[config.mk]
export PLATFORM = sky130hd
export DESIGN_NAME = nx56_bundle_adapter
export DESIGN_NICKNAME = d
export VERILOG_FILES = /design/src/rtl/nx56_pkg.sv /design/src/rtl/nx56_bundle_check.sv /design/src/rtl/nx56_destuff.sv /design/src/rtl/nx56_stuff.sv /design/src/rtl/nx56_bundle_adapter.sv
export SDC_FILE = /design/constraint.sdc
export NUM_CORES = 1
export LEC_CHECK = 0
export ABC_AREA = 1
export BUFFER_PORTS_ARGS = -buffer_cell sky130_fd_sc_hd__clkbuf_2
export CAP_MARGIN = 20
export CORE_ASPECT_RATIO = 2
export CORE_MARGIN = 3
export CORE_UTILIZATION = 55
export CTS_CLUSTER_SIZE = 28
export DETAILED_ROUTE_END_ITERATION = 12
export GPL_TIMING_DRIVEN = 0
export PLACE_DENSITY = 0.72
export SLEW_MARGIN = 20
export SYNTH_ARGS = -nofsm -noshare
export SYNTH_HDL_FRONTEND = slang
export SYNTH_HIERARCHICAL = 1
export SYNTH_SLANG_ARGS = --single-unit
[constraint.sdc]
create_clock -name clk -period 34.6 [get_ports clk]
set_clock_uncertainty 0.15 [all_clocks]
set_input_delay 3.46 -clock clk [delete_from_list [all_inputs] [get_ports clk]]
set_output_delay 3.46 -clock clk [all_outputs]
set_load 0.02 [all_outputs]
[src/rtl/nx56_pkg.sv]
package nx56_pkg;

  localparam int unsigned BYTE_W = 8;

  // Line byte -> payload. bypass keeps all eight bits.
  function automatic logic [7:0] nx56_strip(input logic [7:0] b,
                                            input logic       fill_last,
                                            input logic       bypass);
    logic [7:0] r;
    if (bypass)          r = b;
    else if (fill_last)  r = {1'b0, b[7:1]};
    else                 r = {1'b0, b[6:0]};
    return r;
  endfunction

  // Payload -> line byte with a forced-one filler.
  function automatic logic [7:0] nx56_pad(input logic [7:0] p,
                                          input logic       fill_last,
                                          input logic       bypass);
    logic [7:0] r;
    if (bypass)          r = p;
    else if (fill_last)  r = {p[6:0], 1'b1};
    else                 r = {1'b1, p[6:0]};
    return r;
  endfunction

  function automatic logic filler_of(input logic [7:0] b, input logic fill_last);
    return fill_last ? b[0] : b[7];
  endfunction

endpackage

[src/rtl/nx56_bundle_check.sv]
module nx56_bundle_check #(
  parameter int unsigned NUM_TS = 32,
  parameter int unsigned MAX_TS = 8
) (
  input  logic              clk,
  input  logic              rst_n,
  input  logic [NUM_TS-1:0] ts_map,
  output logic              bad
);

  always_comb begin
    int  n;
    int  lo;
    int  hi;
    int  span;
    logic found;
    logic odd_hit;
    logic contig;
    logic alt;
    n = 0; lo = 0; hi = 0; found = 1'b0; odd_hit = 1'b0;
    for (int i = 0; i < int'(NUM_TS); i++) begin
      if (ts_map[i]) begin
        if (!found) lo = i;
        found = 1'b1;
        hi = i;
        n  = n + 1;
      end
    end
    for (int i = 0; i < int'(NUM_TS); i++) begin
      if (ts_map[i] && ((i % 2) != (lo % 2))) odd_hit = 1'b1;
    end
    span   = hi - lo;
    contig = (span == n - 1);
    alt    = !odd_hit && (span == 2 * (n - 1));
    bad    = (n == 0) || (n > int'(MAX_TS)) || !(contig || alt);
  end

  assert_too_many_R6: assert property (@(posedge clk) disable iff (!rst_n)
    ($countones(ts_map) > MAX_TS) |-> bad);
  assert_empty_R6: assert property (@(posedge clk) disable iff (!rst_n)
    (ts_map == '0) |-> bad);

endmodule

[src/rtl/nx56_destuff.sv]
module nx56_destuff
  import nx56_pkg::*;
#(
  parameter int unsigned NUM_TS = 32,
  parameter int unsigned ERR_W  = 16,
  localparam int unsigned TS_W  = $clog2(NUM_TS)
) (
  input  logic              clk,
  input  logic              rst_n,
  input  logic [NUM_TS-1:0] ts_map,
  input  logic              fill_last,
  input  logic              bypass,
  input  logic              bundle_ok,
  input  logic              in_valid,
  input  logic [TS_W-1:0]   in_ts,
  input  logic [7:0]        in_byte,
  output logic              out_valid,
  output logic [7:0]        out_data,
  output logic [ERR_W-1:0]  err_cnt
);

  logic             take;
  logic             bad_fill;
  logic             valid_d;
  logic [7:0]       data_d;
  logic [ERR_W-1:0] cnt_d;

  always_comb begin
    take     = bundle_ok && in_valid && ts_map[in_ts];
    bad_fill = take && !bypass && !filler_of(in_byte, fill_last);
    valid_d  = take;
    data_d   = take ? nx56_strip(in_byte, fill_last, bypass) : out_data;
    cnt_d    = (bad_fill && (err_cnt != '1)) ? err_cnt + 1'b1 : err_cnt;
  end

  always_ff @(posedge clk or negedge rst_n) begin
    if (!rst_n) begin
      out_valid <= 1'b0;
      out_data  <= '0;
      err_cnt   <= '0;
    end else begin
      out_valid <= valid_d;
      out_data  <= data_d;
      err_cnt   <= cnt_d;
    end
  end

  assert_msb_clear_R1: assert property (@(posedge clk) disable iff (!rst_n)
    (out_valid && !$past(bypass)) |-> !out_data[7]);
  assert_gate_R6: assert property (@(posedge clk) disable iff (!rst_n)
    (in_valid && !bundle_ok) |=> !out_valid);
  assert_cnt_mono_R9: assert property (@(posedge clk) disable iff (!rst_n)
    1'b1 |=> (err_cnt >= $past(err_cnt)));
  assert_cnt_step_R9: assert property (@(posedge clk) disable iff (!rst_n)
    !in_valid |=> $stable(err_cnt));

endmodule

[src/rtl/nx56_stuff.sv]
module nx56_stuff
  import nx56_pkg::*;
#(
  parameter int unsigned NUM_TS = 32,
  localparam int unsigned TS_W  = $clog2(NUM_TS)
) (
  input  logic              clk,
  input  logic              rst_n,
  input  logic [NUM_TS-1:0] ts_map,
  input  logic              fill_last,
  input  logic              bypass,
  input  logic              bundle_ok,
  input  logic              pay_valid,
  input  logic [7:0]        pay_data,
  output logic              ready,
  input  logic              slot_strobe,
  input  logic [TS_W-1:0]   slot_ts,
  output logic              byte_valid,
  output logic [7:0]        byte_out
);

  localparam logic [7:0] FILL_BYTE = 8'hFF;

  logic       full_q;
  logic [7:0] hold_q;
  logic       full_d;
  logic [7:0] hold_d;
  logic       load;
  logic       emit;
  logic       bv_d;
  logic [7:0] bo_d;

  assign ready = !full_q;

  always_comb begin
    load   = pay_valid && !full_q;
    emit   = bundle_ok && slot_strobe && ts_map[slot_ts];
    hold_d = load ? nx56_pad(pay_data, fill_last, bypass) : hold_q;
    if (load)      full_d = 1'b1;
    else if (emit) full_d = 1'b0;
    else           full_d = full_q;
    bv_d = emit;
    if (emit) bo_d = full_q ? hold_q : FILL_BYTE;
    else      bo_d = byte_out;
  end

  always_ff @(posedge clk or negedge rst_n) begin
    if (!rst_n) begin
      full_q     <= 1'b0;
      hold_q     <= '0;
      byte_valid <= 1'b0;
      byte_out   <= '0;
    end else begin
      full_q     <= full_d;
      hold_q     <= hold_d;
      byte_valid <= bv_d;
      byte_out   <= bo_d;
    end
  end

  assert_ready_drop_R7: assert property (@(posedge clk) disable iff (!rst_n)
    (pay_valid && ready) |=> !ready);
  assert_first_one_R3: assert property (@(posedge clk) disable iff (!rst_n)
    (pay_valid && ready && !bypass && !fill_last) |=> hold_q[7]);
  assert_last_one_R3: assert property (@(posedge clk) disable iff (!rst_n)
    (pay_valid && ready && !bypass && fill_last) |=> hold_q[0]);
  assert_fill_R8: assert property (@(posedge clk) disable iff (!rst_n)
    (emit && ready) |=> (byte_valid && byte_out == FILL_BYTE));
  assert_quiet_R6: assert property (@(posedge clk) disable iff (!rst_n)
    !bundle_ok |=> !byte_valid);

endmodule

[src/rtl/nx56_bundle_adapter.sv]
module nx56_bundle_adapter #(
  parameter int unsigned NUM_TS = 32,
  parameter int unsigned MAX_TS = 8,
  parameter int unsigned ERR_W  = 16,
  localparam int unsigned TS_W  = $clog2(NUM_TS)
) (
  input  logic              clk,
  input  logic              rst_n,
  input  logic [NUM_TS-1:0] cfg_ts_map,
  input  logic              cfg_stuff_last,
  input  logic              cfg_bypass,
  output logic              cfg_invalid,
  input  logic              in_valid,
  input  logic [TS_W-1:0]   in_ts,
  input  logic [7:0]        in_byte,
  output logic              ing_valid,
  output logic [7:0]        ing_data,
  output logic [ERR_W-1:0]  stuff_err_cnt,
  input  logic              eg_pay_valid,
  input  logic [7:0]        eg_pay_data,
  output logic              eg_ready,
  input  logic              eg_slot_strobe,
  input  logic [TS_W-1:0]   eg_ts,
  output logic              eg_byte_valid,
  output logic [7:0]        eg_byte
);

  logic bundle_bad;

  nx56_bundle_check #(.NUM_TS(NUM_TS), .MAX_TS(MAX_TS)) u_check (
    .clk    (clk),
    .rst_n  (rst_n),
    .ts_map (cfg_ts_map),
    .bad    (bundle_bad)
  );

  assign cfg_invalid = bundle_bad;

  nx56_destuff #(.NUM_TS(NUM_TS), .ERR_W(ERR_W)) u_rx (
    .clk       (clk),
    .rst_n     (rst_n),
    .ts_map    (cfg_ts_map),
    .fill_last (cfg_stuff_last),
    .bypass    (cfg_bypass),
    .bundle_ok (!bundle_bad),
    .in_valid  (in_valid),
    .in_ts     (in_ts),
    .in_byte   (in_byte),
    .out_valid (ing_valid),
    .out_data  (ing_data),
    .err_cnt   (stuff_err_cnt)
  );

  nx56_stuff #(.NUM_TS(NUM_TS)) u_tx (
    .clk         (clk),
    .rst_n       (rst_n),
    .ts_map      (cfg_ts_map),
    .fill_last   (cfg_stuff_last),
    .bypass      (cfg_bypass),
    .bundle_ok   (!bundle_bad),
    .pay_valid   (eg_pay_valid),
    .pay_data    (eg_pay_data),
    .ready       (eg_ready),
    .slot_strobe (eg_slot_strobe),
    .slot_ts     (eg_ts),
    .byte_valid  (eg_byte_valid),
    .byte_out    (eg_byte)
  );

endmodule

# == Word level (Yosys, flattened, before mapping) ==
# Index checks and enable logic that the tools add are counted.
# totals
input_bits,65
wordCells,302
output_inout_bits,36
register_bits,43
# classes
n_bitwise,1
eq_ne,4
n_mux,200
order_cmp,3
add_sub_neg,34
reduce_logical,53
# ops
operator,n
$mux 32,92
$add 32x2->32 const B,30
$mux 5,16
$mux 1,71
$eq 32x32->1,2
$logic_and 1x1->1,41
$gt 32x5->1 const B,1
$logic_not 32->1,1
$mux 4,8
$mux 8,4
$reduce_bool 32->1,1
$sub 32x2->32 const B,1
$sub 6x32->32,1
$add 16x1->16 const B,1
$ne 16x16->1 const B,1
$lt 5x6->1 const B,2
$mux 3,4
$bmux 1 s5,2
$mux 7,1
$logic_not 1->1,6
$mux 2,2
$logic_or 1x1->1,3
$add 1x1->2 const B,1
$ne 2x2->1 const A,1
other kinds (2),2

# == Depth between registers and ports, before layout ==
# logic_depth
depth_word,109
ltp_mapped,123
depth_no_buf,122

# == Cells and area by module ==
# The synthesis kept the hierarchy.
# by_module_without_submodules
module,seq_area_each_um2,area_each_um2,cells_each,n_inst
nx56_bundle_check,0.0,7676.1,1426,1
nx56_destuff,625.6,1840.5,265,1
nx56_stuff,450.4,1166.1,168,1
nx56_bundle_adapter,0.0,3.8,1,1

# == Least setup slack after synthesis ==
# No wires, ideal clock.
# synth_path
path_type,input to output
start,input cfg_ts_map[0]
end,output cfg_invalid
path_stages,107
arrival_time_ns,18.029
setup_slack_ns,12.961
path_cell_list,inv_1 > ha_1 > inv_1 > nand2_2 > nand2_1 > inv_1 > ha_1 > nand2_1 > nand2_1 > ha_1 > or2_1 > nand2_1 > inv_1 > ha_1 > nand2_1 > nand2_1 > ha_1 > nand2_1 > [71 not listed] > ha_1 > nand2_1 > o21ai_0 > ha_1 > o21ai_0 > ha_1 > xnor2_1 > nor3_1 > a21boi_0 > o21ai_0 > a21oi_1 > nand2_1 > nor3_1 > nand2_1 > nor2_1 > nand3_1 > nand2_1 > nand2_1
# synth_between
elab_chain_cells,103
elab_cells_between_ends,235
# synth_rtl
item,line,text
start: declaration,nx56_bundle_adapter.sv:9,"input logic [NUM_TS-1:0] cfg_ts_map,"
branches (longest 102 deep; another with $add 32x2->32),n/a,
$logic_or 1x1->1 *,nx56_bundle_check.sv:35,bad = (n == 0) || (n > int'(MAX_TS)) || !(contig || alt);
end: declaration,nx56_bundle_adapter.sv:12,"output logic cfg_invalid,"
# Mark *: on every way between the ends.

# == Worst setup path in the final report ==
# Ends and elaborated chain as after synthesis.

==> out/qor.csv <==
stage;metric;value;unit
global_route;grt_pass1_vias;11880;
global_route;antenna_found_initial;0;
synthesis;ys_types;64;
synthesis;avgSynthCellArea;5.75;um^2
clock_network;cts_resized;0;
clock_network;h-tree-depth;2;
critical_path;critPathMaxStageDelay;380;ps
worst_hold_path;hp-class;reg -> reg;
sta;period_minus_slack;23440;ps
run;max-cap-violations;0;
final_layout;nets;2070;
floorplanning;rows;71;
route;routed_via_density;5.33;
critical_path;critical_path_class;in -> out;
power;power.density;53.0;nW/um^2
status;status;completed;
route;wl_per_cell;12.6;um
sta;slew_violations;0;
placed_design;dpl.hpwl;24.2;mm
route;first_pass_iters;5;
critical_path;crit_top_cell;nand2_1;
synthesis;ys_top_cells_by_area;nand2_1, dfrtp_1, nand3_1;
route;drtIter0Drc;467;
floorplanning;die_w;105;um
sta;hold_viol;0;
power;ir_drop;0.0000510;V
global_route;grt_usage;26.9;%
critical_path;r2r_start;u_rx/err_cnt[0];
synthesis;post-synth-top-count-cell;nand2_1;
synthesis;synth_seq_cells;43;
final_layout;layout-drive-gt1-share;22.6;%
clock_network;post_cts_buffers;0;
synthesis;synth_common_cells;nand2_1, inv_1, nand3_1;
placed_design;gp_congestion;0.956;
synthesis;synth_edf_count;0;
global_route;grt_pass1_wl;49.6;mm
critical_path;cp_max_fo;4;
synthesis;dominantRegCellSynth;dfrtp_1;
clock_network;clockRootBuffer;clkbuf_16;
clock_network;clock_sinks;43;
global_route;grtUsageMet2;57.1;%
route;ant_nets;0;
sta;max_freq;0.0427;GHz
synthesis;ys_seq_area_share;10.1;%
clock_network;clk_pin_slew;60;ps
synthesis;synth_top_area_share;19.4;%
clock_network;ctsHoldBuffers;0;
clock_network;clk-insertion-delay-late;290;ps
synthesis;synth_warnings;6;
clock_network;cts_buffers;5;
floorplanning;die_h;203;um
placed_design;place.port_buffers;96;
floorplanning;core-area;18900;um^2
critical_path;cp-startpoint;cfg_ts_map[0];
placed_design;placed_area;11500;um^2
route;drc;0;
floorplanning;die_area;21200;um^2
synthesis;synthesis.instances;1860;
floorplanning;ioPinCount;101;
synthesis;synthArstFlopShare;100;%
global_route;grtUsageMet1;25.5;%
floorplanning;start_util;56.5;%
clock_network;clockBufferDepth;2;
synthesis;syn_area;10700;um^2
final_layout;num_antenna_cells;0;
clock_network;cts_tree;yes;
synthesis;synth.net_count;1967;
critical_path;slowest_stage;ha_1;
sta;setup_violations;0;
final_layout;syn_to_final_growth;8.89;%
global_route;met3_usage;2.79;%
final_layout;final_area;11600;um^2
synthesis;yosys.area.top_type;nand2_1;
sta;tightest_slew;977;ps
route;num_vias;11833;
worst_hold_path;min-delay-start;u_tx/byte_out[5];
critical_path;cp-start-kind;input port;
route;routed_wl;28.0;mm
sta;grt_setup_unrepaired;no;
sta;min_period_over_period;67.7;%
critical_path;cp.required;30990;ps
sta;fin_setup_tns;0;ps
critical_path;worstSetupEndpointType;output pin;
global_route;grt_max_degree;44;
power;leakagePower;6.21;nW
global_route;grt_busiest_layer;met2;
sta;max_slew_margin;34.9;%
critical_path;cp.arrival;19830;ps
global_route;grt.overflow.total;0;
[placed cells by master (no fill, tap or decap), types with 10 or more instances in the layout]
master / netlist / final
clkbuf_2: 0 / 95
a21oi_1: 40 / 40
nor2_1: 178 / 178
nand3_1: 198 / 198
dfrtp_1: 43 / 43
buf_6: 14 / 14
nor3_1: 15 / 15
ha_1: 40 / 40
inv_1: 246 / 246
nand2_2: 129 / 129
nor2_2: 28 / 28
xor2_1: 17 / 17
nand3_2: 69 / 69
nand4_1: 42 / 42
nand3b_1: 22 / 22
inv_2: 21 / 21
nand2_4: 18 / 18
o22ai_1: 10 / 10
o21ai_0: 57 / 57
nand2_1: 551 / 551
[critical path, delay by kind of cell]
kind	cells	cell delay [ps]
adders and majority gates	31	8720
and+or+nand+nor	61	5360
AOI/OAI and AO/OA	8	1320
buffers and inverters	8	830
xor gates and xnor gates	1	140
[layout make-up]
cell class,count,area [um^2]
sequential,43,1080
inverter,274,1040
fill,2017,7290
timing repair buffer,96,480
clock inverter,3,25.0
multi-input combinational,1506,8230
tap,255,319
clock buffer,5,125
buffer,37,339
[final timing paths]
| check | cells after the start | end | slack [ps] |
|---|---|---|---|
| setup / recovery | 109 | cfg_invalid | 11160 |
| hold / removal | 2 | u_tx/byte_out[5] | 320 |
| setup reg to reg | 11 | u_rx/err_cnt[7] | 32160 |
| hold reg to reg | 2 | u_tx/byte_out[5] | 320 |
| max in group asynchronous | 1 | u_rx/err_cnt[10] | 30510 |
| min in group asynchronous | 1 | u_tx/full_q | 3170 |
[per-stage QoR]
stage | std cells | util [%] | hold WS (ps) | setup WS, ps | power [mW]
CTS | 2219 | 61.5 | 324 | 11110 | 0.623
finish | 2219 | 61.5 | 319 | 11160 | 0.616
global route | 2219 | 61.5 | 363 | 9640 | 0.696
global placement | 2211 | 60.7 | 305 | 11460 | 0.559
floorplan | 1860 | - | 355 | 12960 | 0.494
detailed placement | 2211 | 60.7 | 308 | 11150 | 0.573
[power breakdown]
| part | internal (mW) | total [mW] | switching, mW |
|---|---|---|---|
| logic | 0.168 | 0.507 | 0.338 |
| clock network | 0.0270 | 0.0475 | 0.0205 |
| registers | 0.0588 | 0.0621 | 0.00326 |
[state kept, by name, summed over array words and instances, names as in the netlist]
name and count:
u_tx/byte_out 8, u_tx/full_q 1, u_rx/out_valid 1, u_rx/err_cnt 16, u_tx/byte_valid 1, u_tx/hold_q 8, u_rx/out_data 8
[kinds of logic (layout without fill, tap and decap cells)]
kind of cell,Yosys count,count (layout),share of synthesized area [%]
buffers and inverters,311,415,12.9
xor gates and xnor gates,28,28,2.44
DFF,43,43,10.1
adders and majority gates,42,42,5.06
AOI/OAI and AO/OA,144,144,7.76
and+or+nand+nor,1291,1291,61.7
muxes,1,1,0.0937
[per-layer routing]
metal | share of wire, % | wire [um] | vias to the layer above
met5 | 0 | 0 | -
met4 | 3.0 | 841 | 0
met3 | 4.1 | 1140 | 60
met2 | 58 | 16100 | 231
met1 | 35 | 9920 | 5368
li1 | - | - | 6174
No activity file was read; power rests on OpenSTA's default activity.
